==> src/rtl/pwm_timer_pkg.sv <==
package pwm_timer_pkg;
    // fixed register layout
    localparam int CNT_W     = 10;
    localparam int OFS_CTRL  = 0;
    localparam int OFS_COUNT = 4;

    localparam int B_RUN     = 0;
    localparam int B_SRC     = 4;
    localparam int B_HOLD    = 11;
    localparam int B_DLSB    = 15;
    localparam int B_DHI     = 16;
    localparam int DHI_W     = 4;

    localparam int B_PER     = 16;
    localparam int B_HIGH    = 0;

    typedef struct packed {
        logic             run_en;
        logic             src_sel;
        logic             hold;
        logic             div_lsb;
        logic [DHI_W-1:0] div_hi;
    } ctrl_t;
endpackage

==> src/rtl/pwm_timer_regs.sv <==
module pwm_timer_regs
    import pwm_timer_pkg::*;
#(
    parameter int ADDR_W = 8
) (
    input  logic              clk,
    input  logic              rst_n,
    input  logic              wr_en,
    input  logic              rd_en,
    input  logic [ADDR_W-1:0] addr,
    input  logic [31:0]       wdata,
    output ctrl_t             ctrl,
    output logic [CNT_W-1:0]  sh_per,
    output logic [CNT_W-1:0]  sh_high,
    output logic [31:0]       rdata
);
    typedef struct packed {
        ctrl_t            ctrl;
        logic [CNT_W-1:0] per;
        logic [CNT_W-1:0] high;
        logic [31:0]      rdata;
    } regs_t;

    regs_t s_d, s_q;
    logic  sel_ctrl, sel_cnt;
    logic  unused_wdata;

    assign sel_ctrl = (addr == ADDR_W'(OFS_CTRL));
    assign sel_cnt  = (addr == ADDR_W'(OFS_COUNT));

    assign unused_wdata = ^{wdata[31:26], wdata[15:12], wdata[10:5], wdata[3:1]};

    always_comb begin
        logic [31:0] rd;
        s_d = s_q;
        if (wr_en && sel_ctrl) begin
            s_d.ctrl.run_en  = wdata[B_RUN];
            s_d.ctrl.src_sel = wdata[B_SRC];
            s_d.ctrl.hold    = wdata[B_HOLD];
            s_d.ctrl.div_lsb = wdata[B_DLSB];
            s_d.ctrl.div_hi  = wdata[B_DHI +: DHI_W];
        end
        if (wr_en && sel_cnt) begin
            s_d.per  = wdata[B_PER  +: CNT_W];
            s_d.high = wdata[B_HIGH +: CNT_W];
        end
        rd = '0;
        if (sel_ctrl) begin
            rd[B_RUN]            = s_q.ctrl.run_en;
            rd[B_SRC]            = s_q.ctrl.src_sel;
            rd[B_HOLD]           = s_q.ctrl.hold;
            rd[B_DLSB]           = s_q.ctrl.div_lsb;
            rd[B_DHI +: DHI_W]   = s_q.ctrl.div_hi;
        end else if (sel_cnt) begin
            rd[B_PER  +: CNT_W]  = s_q.per;
            rd[B_HIGH +: CNT_W]  = s_q.high;
        end
        if (rd_en) begin
            s_d.rdata = rd;
        end
    end

    always_ff @(posedge clk or negedge rst_n) begin
        if (!rst_n) begin
            s_q <= '0;
        end else begin
            s_q <= s_d;
        end
    end

    assign ctrl    = s_q.ctrl;
    assign sh_per  = s_q.per;
    assign sh_high = s_q.high;
    assign rdata   = s_q.rdata;
endmodule

==> src/rtl/pwm_timer_prescale.sv <==
module pwm_timer_prescale #(
    parameter int DIV_MAX = 24,
    parameter int DIV_W   = $clog2(DIV_MAX + 1)
) (
    input  logic             clk,
    input  logic             rst_n,
    input  logic             clr,
    input  logic [DIV_W-1:0] div,
    output logic             tick
);
    localparam int PRE_W = DIV_MAX;

    typedef struct packed {
        logic [PRE_W-1:0] cnt;
    } pre_t;

    pre_t             s_d, s_q;
    logic [PRE_W-1:0] lim;

    // low 'div' bits set: terminal count of the divider
    assign lim  = ~({PRE_W{1'b1}} << div);
    assign tick = (s_q.cnt == lim);

    always_comb begin
        s_d = s_q;
        if (clr || tick) begin
            s_d.cnt = '0;
        end else begin
            s_d.cnt = s_q.cnt + 1'b1;
        end
    end

    always_ff @(posedge clk or negedge rst_n) begin
        if (!rst_n) begin
            s_q <= '0;
        end else begin
            s_q <= s_d;
        end
    end
endmodule

==> src/rtl/pwm_timer_core.sv <==
module pwm_timer_core
    import pwm_timer_pkg::*;
#(
    parameter int DIV_W = 5
) (
    input  logic             clk,
    input  logic             rst_n,
    input  logic             en,
    input  logic             hold,
    input  logic [CNT_W-1:0] sh_per,
    input  logic [CNT_W-1:0] sh_high,
    input  logic [DIV_W-1:0] sh_div,
    input  logic             tick,
    output logic             run,
    output logic [CNT_W-1:0] ph,
    output logic [CNT_W-1:0] act_per,
    output logic [CNT_W-1:0] act_high,
    output logic [DIV_W-1:0] act_div,
    output logic             pwm
);
    typedef struct packed {
        logic             run;
        logic [CNT_W-1:0] ph;
        logic [CNT_W-1:0] per;
        logic [CNT_W-1:0] high;
        logic [DIV_W-1:0] div;
    } core_t;

    core_t s_d, s_q;
    logic  last, boundary, load;

    assign last     = (s_q.ph == s_q.per - 1'b1);
    assign boundary = s_q.run && tick && last;
    assign load     = !hold && (!s_q.run || boundary);

    always_comb begin
        s_d = s_q;
        if (load) begin
            s_d.per  = sh_per;
            s_d.high = sh_high;
            s_d.div  = sh_div;
        end
        s_d.run = en && (s_d.per != '0) && (s_d.high != '0);
        if (!s_d.run || !s_q.run || boundary) begin
            s_d.ph = '0;
        end else if (tick) begin
            s_d.ph = s_q.ph + 1'b1;
        end
    end

    always_ff @(posedge clk or negedge rst_n) begin
        if (!rst_n) begin
            s_q <= '0;
        end else begin
            s_q <= s_d;
        end
    end

    assign run      = s_q.run;
    assign ph       = s_q.ph;
    assign act_per  = s_q.per;
    assign act_high = s_q.high;
    assign act_div  = s_q.div;
    assign pwm      = s_q.run && (s_q.ph < s_q.high);
endmodule

==> src/rtl/pwm_timer_chan.sv <==
module pwm_timer_chan
    import pwm_timer_pkg::*;
#(
    parameter int ADDR_W  = 8,
    parameter int DIV_MAX = 24
) (
    input  logic              clk,
    input  logic              rst_n,
    input  logic              wr_en,
    input  logic              rd_en,
    input  logic [ADDR_W-1:0] addr,
    input  logic [31:0]       wdata,
    output logic [31:0]       rdata,
    output logic              pwm_o
);
    localparam int DIV_W = $clog2(DIV_MAX + 1);
    localparam int RAW_W = DHI_W + 1;

    ctrl_t            ctrl;
    logic [CNT_W-1:0] sh_per, sh_high;
    logic [RAW_W-1:0] raw_div;
    logic [DIV_W-1:0] sh_div;
    logic             en_sh, hold_sh;
    logic             tick, run_q;
    logic [CNT_W-1:0] ph_q, act_per, act_high;
    logic [DIV_W-1:0] act_div;

    pwm_timer_regs #(.ADDR_W(ADDR_W)) u_regs (
        .clk     (clk),
        .rst_n   (rst_n),
        .wr_en   (wr_en),
        .rd_en   (rd_en),
        .addr    (addr),
        .wdata   (wdata),
        .ctrl    (ctrl),
        .sh_per  (sh_per),
        .sh_high (sh_high),
        .rdata   (rdata)
    );

    // exponent = 2*field + lsb, saturated at DIV_MAX
    assign raw_div = {ctrl.div_hi, ctrl.div_lsb};
    assign sh_div  = (int'(raw_div) > DIV_MAX) ? DIV_W'(DIV_MAX) : DIV_W'(raw_div);
    assign en_sh   = ctrl.run_en;
    assign hold_sh = ctrl.hold;

    pwm_timer_prescale #(.DIV_MAX(DIV_MAX), .DIV_W(DIV_W)) u_pre (
        .clk   (clk),
        .rst_n (rst_n),
        .clr   (!run_q),
        .div   (act_div),
        .tick  (tick)
    );

    pwm_timer_core #(.DIV_W(DIV_W)) u_core (
        .clk      (clk),
        .rst_n    (rst_n),
        .en       (en_sh),
        .hold     (hold_sh),
        .sh_per   (sh_per),
        .sh_high  (sh_high),
        .sh_div   (sh_div),
        .tick     (tick),
        .run      (run_q),
        .ph       (ph_q),
        .act_per  (act_per),
        .act_high (act_high),
        .act_div  (act_div),
        .pwm      (pwm_o)
    );
endmodule

==> config.mk <==
export PLATFORM = sky130hd
export DESIGN_NAME = pwm_timer_chan
export DESIGN_NICKNAME = d
export VERILOG_FILES = /design/src/rtl/pwm_timer_pkg.sv /design/src/rtl/pwm_timer_regs.sv /design/src/rtl/pwm_timer_prescale.sv /design/src/rtl/pwm_timer_core.sv /design/src/rtl/pwm_timer_chan.sv
export SDC_FILE = /design/constraint.sdc
export NUM_CORES = 1
export LEC_CHECK = 0
export BUFFER_PORTS_ARGS = -buffer_cell sky130_fd_sc_hd__buf_2
export CAP_MARGIN = 5
export CORE_MARGIN = 2
export CORE_UTILIZATION = 28
export CTS_CLUSTER_DIAMETER = 100
export DETAILED_ROUTE_END_ITERATION = 12
export GPL_ROUTABILITY_DRIVEN = 0
export PLACE_DENSITY_LB_ADDON = 0.08
export SLEW_MARGIN = 20
export SYNTH_ARGS = -nofsm -noshare
export SYNTH_HDL_FRONTEND = slang
export SYNTH_SLANG_ARGS = --single-unit
==> constraint.sdc <==
create_clock -name clk -period 2.47 [get_ports clk]
set_input_delay 0.494 -clock clk [delete_from_list [all_inputs] [get_ports clk]]
set_output_delay 0.494 -clock clk [all_outputs]
set_load 0.02 [all_outputs]
==> results of run 1 <==
[per-stage QoR]
stage	cell area [um2]	utilization	std cells	total power, W
finish	7870	0.377	1001	0.00411
global route	7870	0.377	1001	0.00432
CTS	7430	0.356	988	0.00414
detailed placement	6890	0.330	960	0.00245
global placement	6890	0.330	960	0.00244
floorplan	5970	-	600	0.00223
[kinds of logic (layout without fill, tap and decap cells)]
| family | Yosys count | count (layout) | share of synthesized area |
|---|---|---|---|
| simple gates | 182 | 183 | 0.161 |
| flops | 110 | 110 | 0.466 |
| compound gates | 104 | 104 | 0.110 |
| buf+inv | 81 | 205 | 0.0627 |
| mux | 62 | 63 | 0.117 |
| xor+xnor | 39 | 39 | 0.0578 |
| fa+ha+maj | 12 | 12 | 0.0254 |
| other cells | 1 | 10 | 0.000634 |
[what timing repair did]
action / CTS / global route
buffers inserted: 9 / 9
gates cloned: 3 / 4
hold buffers: 0 / 0
setup endpoints to repair: 61 / 61
gates resized for setup: 30 / 69
pin swaps: 21 / 21
[final cells by class]
type	instances	area [um2]	area share
Clock buffer	9	225	0.0286
Clock inverter	7	96.3	0.0122
Inverter	43	161	0.0205
Multi-Input combinational cell	411	3140	0.399
Sequential cell	110	2760	0.351
Tap cell	275	344	0.0437
Timing Repair Buffer	146	1140	0.145
[registers in the layout (all words and copies together) (netlist names)]
| name | flops |
|---|---|
| u_pre.s_q | 24 |
| u_regs.rdata | 22 |
| u_core.act_high | 10 |
| u_core.act_per | 10 |
| u_core.ph | 10 |
| u_regs.sh_high | 10 |
| u_regs.sh_per | 10 |
| u_regs.ctrl | 8 |
| u_core.act_div | 5 |
| u_core.run | 1 |
[worst max path at each step]
stage	end	slack, ns	depth (start not counted)
after floorplan	u_core.ph[2]$_DFFE_PN0P_	-0.25	9
after global placement	u_core.act_high[0]$_DFF_PN0_	-0.47	9
after detailed placement	u_core.act_high[2]$_DFF_PN0_	-0.49	9
after CTS	u_core.ph[8]$_DFFE_PN0P_	-0.39	9
after global routing	u_core.ph[3]$_DFFE_PN0P_	-0.49	10
final	u_core.ph[8]$_DFFE_PN0P_	-0.35	9
[cell usage in the layout, fill, tap and decap left out, types with 6 or more instances in the layout]
cell type  synthesis  layout
dfrtp_1          110     106
buf_4             12      72
mux2_2            58      57
buf_2             11      55
nand2_1           51      48
inv_1             43      42
o21ai_0           40      34
xor2_1            25      25
nor2_1            37      20
nand3_1           19      18
and3_1            14      14
xnor2_1           14      14
a21oi_1           24      13
nor2_4             0      13
clkbuf_16          0      13
ha_1              12      12
a21oi_2            0      10
conb_1             1      10
o22ai_1            9       9
buf_6              1       9
nor4_1            13       8
or3b_1             8       8
nor2b_1            7       7
nand4_1            6       6
or3_1              6       6
[power by group through the flow]
stage          logic, W  clock network (W)  registers, W
3_3_place_gp   0.000509                  0       0.00193
4_1_cts        0.000574            0.00167       0.00190
2_1_floorplan  0.000317                  0       0.00191
3_5_place_dp   0.000515                  0       0.00193
5_1_grt        0.000685            0.00173       0.00190
6_report       0.000622            0.00160       0.00189
[worst max-delay path, delay by kind of cell (launching register included)]
kind / cells / cell delay (ns)
and+or+nand+nor: 4 / 1.46
buffers and inverters: 1 / 0.17
DFF: 1 / 0.47
AOI/OAI and AO/OA: 4 / 0.63
[per-layer routing]
metal,vias up,track usage
met2,89,0.228
li1,2322,-
met1,2293,0.210
met3,14,0.0370
met4,0,0.0367
met5,-,0
==> summary.txt, run 1 <==
Critical path
  • Max FO, Critical Path: 6
  • Reg2Reg Setup Slack: -0.35 ns
  • Crit path required time: 2.76 ns
  • Worst EP arrival: 3.11 ns
  • Critical path origin: u_core.act_div[2]$_DFFE_PN0N_
  • CP Cell Sequence: or4_4, a21oi_2, o221ai_2, or4_4, o41ai_4, buf_6, nand2b_4, or3b_1, a21oi_2
  • Origin of the critical flop-to-flop path: u_core.act_div[2]$_DFFE_PN0N_
  • Startpoint Class: register
  • Crit path largest cell delay: 0.53 ns
  • Worst reg2reg path endpoint: u_core.ph[8]$_DFFE_PN0P_
  • Crit. End Element: register
  • Crit-path slowest cell: or4_4
  • Cells on worst reg2reg path: 9
  • Critical path type: register to register

Run status
  • Failing checks: negative setup slack
  • Status: finished with violations

STA
  • Count of final setup violators: 61
  • Worst Setup Slack, final: -0.347 ns
  • RSZ-0062 raised after global routing: true
  • TNS Setup: -15.50 ns
  • Final hold vios: 0
  • Final Max Slew Viols: 0
  • Hold_ws: 0.151 ns
  • Measured slew at the worst slew-check pin: 0.710 ns
  • Fmax: 0.355 GHz
  • Max-slew headroom: 0.527
  • Clock skew: 0.0163 ns
  • Period minus WS final: 2.82 ns
  • Final Cycle Share: 1.14

Logic synthesis
  • Most frequent cells after synthesis: 110 x dfrtp_1, 58 x mux2_2, 51 x nand2_1
  • Most frequent cell after synthesis: dfrtp_1
  • Ys Warns: 0
  • Post-synthesis sequential area ratio: 0.466
  • Synth top area share: 0.466
  • Post-Syn Instances: 591
  • Synth async-reset ratio: 1.00
  • #FFs+latches synth: 110
  • Area contributors post-synth: dfrtp_1 47%, mux2_2 11%, xor2_1 3.7%
  • Largest area contributor in the netlist: dfrtp_1
  • Synthesized area: 5910 um2
  • Post-synthesis cell type count: 61
  • EDFF count, synth: 0
  • Synth Flop Type: dfrtp_1
  • Avg Cell Area, Syn: 10.0 um2

Detailed routing
  • Met3 WL: 671 um
  • Routed length per instance: 16.3 um
  • DRT met1 WL: 7930 um
  • Pre-antenna DRT Iters: 4
  • DR DRC count: 0
  • Top Metal Used: met4
  • Via density per instance: 4.71
  • Via count: 4718
  • Initial DRC Count: 174
  • Met2 Wirelength: 7530 um
  • Routed WL: 16300 um
  • Antenna violation net count after detailed routing: 0

Die
  • CORE AREA: 20900 um2
  • Die Ht: 149 um
  • Die Footprint: 22300 um2
  • I/O pins: 77
  • Initial Util: 0.283
  • DIE WIDTH: 149 um
  • Row cnt: 53

Power
  • Int Power: 0.00291 W
  • Leak: 3.61 nW
  • Peak supply drop: 0.377 mV
  • Sequential power share: 0.461
  • Pwr dens: 523 nW/um2
  • Sw frac: 0.293
  • Total net switching power: 0.00121 W
  • Combinational share of power: 0.151
  • Clock power frac: 0.388

Placed design
  • Final HPWL DP: 11000 um
  • PortBufs: 56
  • Pre-CTS setup slack: -0.490 ns

GRT
  • Initial antenna violation count: 0
  • GR Overflow Total: 0
  • Number of global-route vias before repair: 4641
  • GRT Resource Usage Total: 0.148
  • First-pass GRT wire length: 25700 um
  • Largest net degree at the start of global routing: 111

Job
  • Total of max-cap violations: 0

Final layout
  • Fillers: 2098
  • Share of layout cells above drive strength 1: 0.383
  • Layout area overhead: 33.1%
  • Final Net Count: 777
  • Inserted Diodes: 0

Clock tree
  • TritonCTS clock tree: built
  • CTS sink cnt: 110
  • Clk Tree Root Cell: clkbuf_16
  • Clk_lat worst skew: 0.37 ns
  • Clk buf depth: 2
  • Htree depth: 3
  • Num CTS Buffers: 9
  • CTS clock-pin slew for the worst setup and hold paths: 0.09 ns

Hold path
  • HP Class: input port to async pin
(Power assumes the default switching activity.)
==> run 2: changes to the inputs <==
==> constraint.sdc (replaced) <==
create_clock -name clk -period 2.47 [get_ports clk]
set_input_delay 0.494 -clock clk [delete_from_list [all_inputs] [get_ports clk]]
set_output_delay 0.494 -clock clk [all_outputs]
set_load 0.01 [all_outputs]
==> run 2 against run 1 <==
Compared with the run above:
- the run still ends with negative setup slack left
- sequential share of layout area increased by 1.7 points
- sequential power about the same
- global-route usage is essentially flat
- non-clock buffer count shrank 8
- critical path type unchanged
- critical endpoint is now u_core.ph[2]$_DFFE_PN0P_
==> summary.txt, run 2 (synthesized netlist as in run 1, its figures left out) <==
Die
  • Die Ht: 149 um (unchanged)
  • Initial Util: 0.283 (unchanged)
  • CORE AREA: 20900 um2 (unchanged)
  • DIE WIDTH: 149 um (unchanged)
  • Die Footprint: 22300 um2 (unchanged)
  • Row cnt: 53 (unchanged)
  • I/O pins: 77 (unchanged)

Final layout
  • Layout area overhead: 27.0% (was 33.1%)
  • Largest Register: u_pre.s_q (unchanged)
  • Final instance area: 7510 um2 (was 7870 um2)
  • Commonest non-fill, non-tap cell in the layout: dfrtp_1 (unchanged)
  • Final Net Count: 769 (was 777)
  • Most frequent cells in the layout: 106 x dfrtp_1, 74 x buf_4, 56 x mux2_2, 56 x buf_2, 51 x nand2_1 (was 106 x dfrtp_1, 72 x buf_4, 57 x mux2_2)
  • Max reg flops: 24 (unchanged)
  • Inserted Diodes: 0 (unchanged)
  • Share of layout cells above drive strength 1: 0.333 (was 0.383)
  • Finished Core Util: 0.359 (was 0.377)

Detailed routing
  • Via count: 4657 (was 4718)
  • Routed length per instance: 15.9 um (was 16.3 um)
  • Antenna violation net count after detailed routing: 0 (unchanged)
  • Initial DRC Count: 228 (was 174)
  • Pre-antenna DRT Iters: 5 (was 4)
  • DR DRC count: 0 (unchanged)
  • Routed WL: 15800 um (was 16300 um)
  • Via density per instance: 4.69 (was 4.71)

Power
  • Leak: 3.51 nW (was 3.61 nW)
  • Sw frac: 0.270 (was 0.293)
  • Int Power: 0.00297 W (was 0.00291 W)
  • Pwr dens: 542 nW/um2 (was 523 nW/um2)
  • Sequential power share: 0.466 (was 0.461)
  • Combinational share of power: 0.138 (was 0.151)
  • Clock power frac: 0.396 (was 0.388)
  • Total net switching power: 0.00110 W (was 0.00121 W)
  • Peak supply drop: 0.282 mV (was 0.377 mV)

STA
  • Count of final setup violators: 61 (unchanged)
  • Measured slew at the worst slew-check pin: 0.639 ns (was 0.710 ns)
  • Final Cycle Share: 1.14 (about the same)
  • Final Max Slew Viols: 0 (unchanged)
  • Period minus WS final: 2.81 ns (was 2.82 ns)
  • Clock skew: 0.0144 ns (was 0.0163 ns)
  • Worst Setup Slack, final: -0.341 ns (was -0.347 ns)
  • Max-slew headroom: 0.574 (was 0.527)
  • Fmax: 0.356 GHz (was 0.355 GHz)
  • Final hold vios: 0 (unchanged)
  • RSZ-0062 raised after global routing: true (unchanged)

Hold path
  • HP Class: input port to async pin (unchanged)

Clock tree
  • CTS sink cnt: 110 (unchanged)
  • Clk_lat worst skew: 0.36 ns (was 0.37 ns)
  • Post-CTS Hold Fix Bufs: 0 (unchanged)
  • Clk buf depth: 2 (unchanged)
  • TritonCTS clock tree: built (unchanged)
  • Clk Tree Root Cell: clkbuf_16 (unchanged)
  • CTS clock-pin slew for the worst setup and hold paths: 0.08 ns (was 0.09 ns)
  • Num CTS Buffers: 9 (unchanged)
  • Htree depth: 3 (unchanged)

Critical path
  • CP Cell Sequence: buf_6, or4_4, a21oi_2, o221ai_2, or4_4, o41ai_4, buf_6, nand2b_4, or3b_1, a21oi_1 (was or4_4, a21oi_2, o221ai_2, or4_4, o41ai_4, buf_6, nand2b_4, or3b_1, a21oi_2)
  • Startpoint Class: register (unchanged)
  • Critical path type: register to register (unchanged)
  • Worst EP arrival: 3.10 ns (was 3.11 ns)
  • Crit. End Element: register (unchanged)
  • Max FO, Critical Path: 5 (was 6)
  • Crit path required time: 2.76 ns (about the same)
  • Crit path largest cell delay: 0.46 ns (was 0.53 ns)
  • Crit-path slowest cell: dfrtp_2 (was or4_4)

GRT
  • GRT Resource Usage Total: 0.148 (about the same)
  • Initial antenna violation count: 0 (unchanged)
  • Largest net degree at the start of global routing: 111 (unchanged)
  • First-pass GRT wire length: 25600 um (was 25700 um)
  • GR Overflow Total: 0 (unchanged)
  • Number of global-route vias before repair: 4655 (was 4641)

Placed design
  • Placed inst area: 6900 um2 (was 6890 um2)
  • PortBufs: 56 (unchanged)
  • Final HPWL DP: 11100 um (was 11000 um)
  • Pre-CTS setup slack: -0.476 ns (was -0.490 ns)

Run status
  • Status: finished with violations (unchanged)
  • Failing checks: negative setup slack (unchanged)

Job
  • Total of max-cap violations: 0 (unchanged)
## run 2: routing by layer
layer / global-route usage / wire [um] / vias up
met4: 0.0519 / 273 / 0
met5: 0 / 0 / -
met1: 0.213 / 7870 / 2257
li1: - / - / 2295
met3: 0.0266 / 557 / 17
met2: 0.224 / 7130 / 88
## run 2: power by group through the flow
stage	logic, W	clock network [W]	registers (W)
after floorplan	0.000310	0	0.00191
after global placement	0.000502	0	0.00193
after detailed placement	0.000509	0	0.00193
after CTS	0.000540	0.00165	0.00190
after global routing	0.000621	0.00172	0.00190
final	0.000562	0.00161	0.00189
## run 2: final timing paths
| kind | endpoint | depth (start not counted) | slack [ns] | from |
|---|---|---|---|---|
| max | u_core.ph[2]$_DFFE_PN0P_ | 10 | -0.34 | u_core.act_div[3]$_DFFE_PN0N_ |
| min | u_core.act_high[2]$_DFF_PN0_ | 2 | 0.22 | rst_n |
| max reg2reg | u_core.ph[2]$_DFFE_PN0P_ | 10 | -0.34 | u_core.act_div[3]$_DFFE_PN0N_ |
| min reg2reg | u_regs.ctrl[6]$_DFFE_PN0P_ | 1 | 0.50 | u_regs.ctrl[6]$_DFFE_PN0P_ |
| max in group asynchronous | u_core.act_div[0]$_DFFE_PN0N_ | 2 | 1.75 | rst_n |
| min in group clk | u_regs.sh_high[5]$_DFFE_PN0P_ | 2 | 0.35 | wdata[5] |
## run 2: cell type report
cell class	instances	area (um2)
Fill cell	2134	13400
Inverter	43	161
Sequential cell	110	2760
Clock inverter	6	81.3
Clock buffer	10	239
Timing Repair Buffer	138	960
Multi-Input combinational cell	411	2960
Tap cell	275	344
## run 2: what timing repair did
action,CTS,global route
endpoints found under the setup margin,61,61
buffers inserted,8,5
gates cloned,3,0
pin swaps,15,6
gates resized for setup,20,21
## run 2: metrics by stage
stage / power (W) / hold WS, ns / instances / TNS, ns
2_1_floorplan: 0.00222 / 0.198 / 600 / -8.01
3_3_place_gp: 0.00243 / 0.484 / 961 / -20.75
3_5_place_dp: 0.00244 / 0.491 / 961 / -21.21
4_1_cts: 0.00409 / 0.252 / 988 / -15.52
5_1_grt: 0.00425 / 0.267 / 993 / -21.64
6_report: 0.00407 / 0.216 / 993 / -15.30
## run 2: critical path, delay by kind of cell, from the launching register on
kind | cells | cell delay, ns
simple gates | 4 | 1.33
compound gates | 4 | 0.63
flops | 1 | 0.46
buf+inv | 2 | 0.31
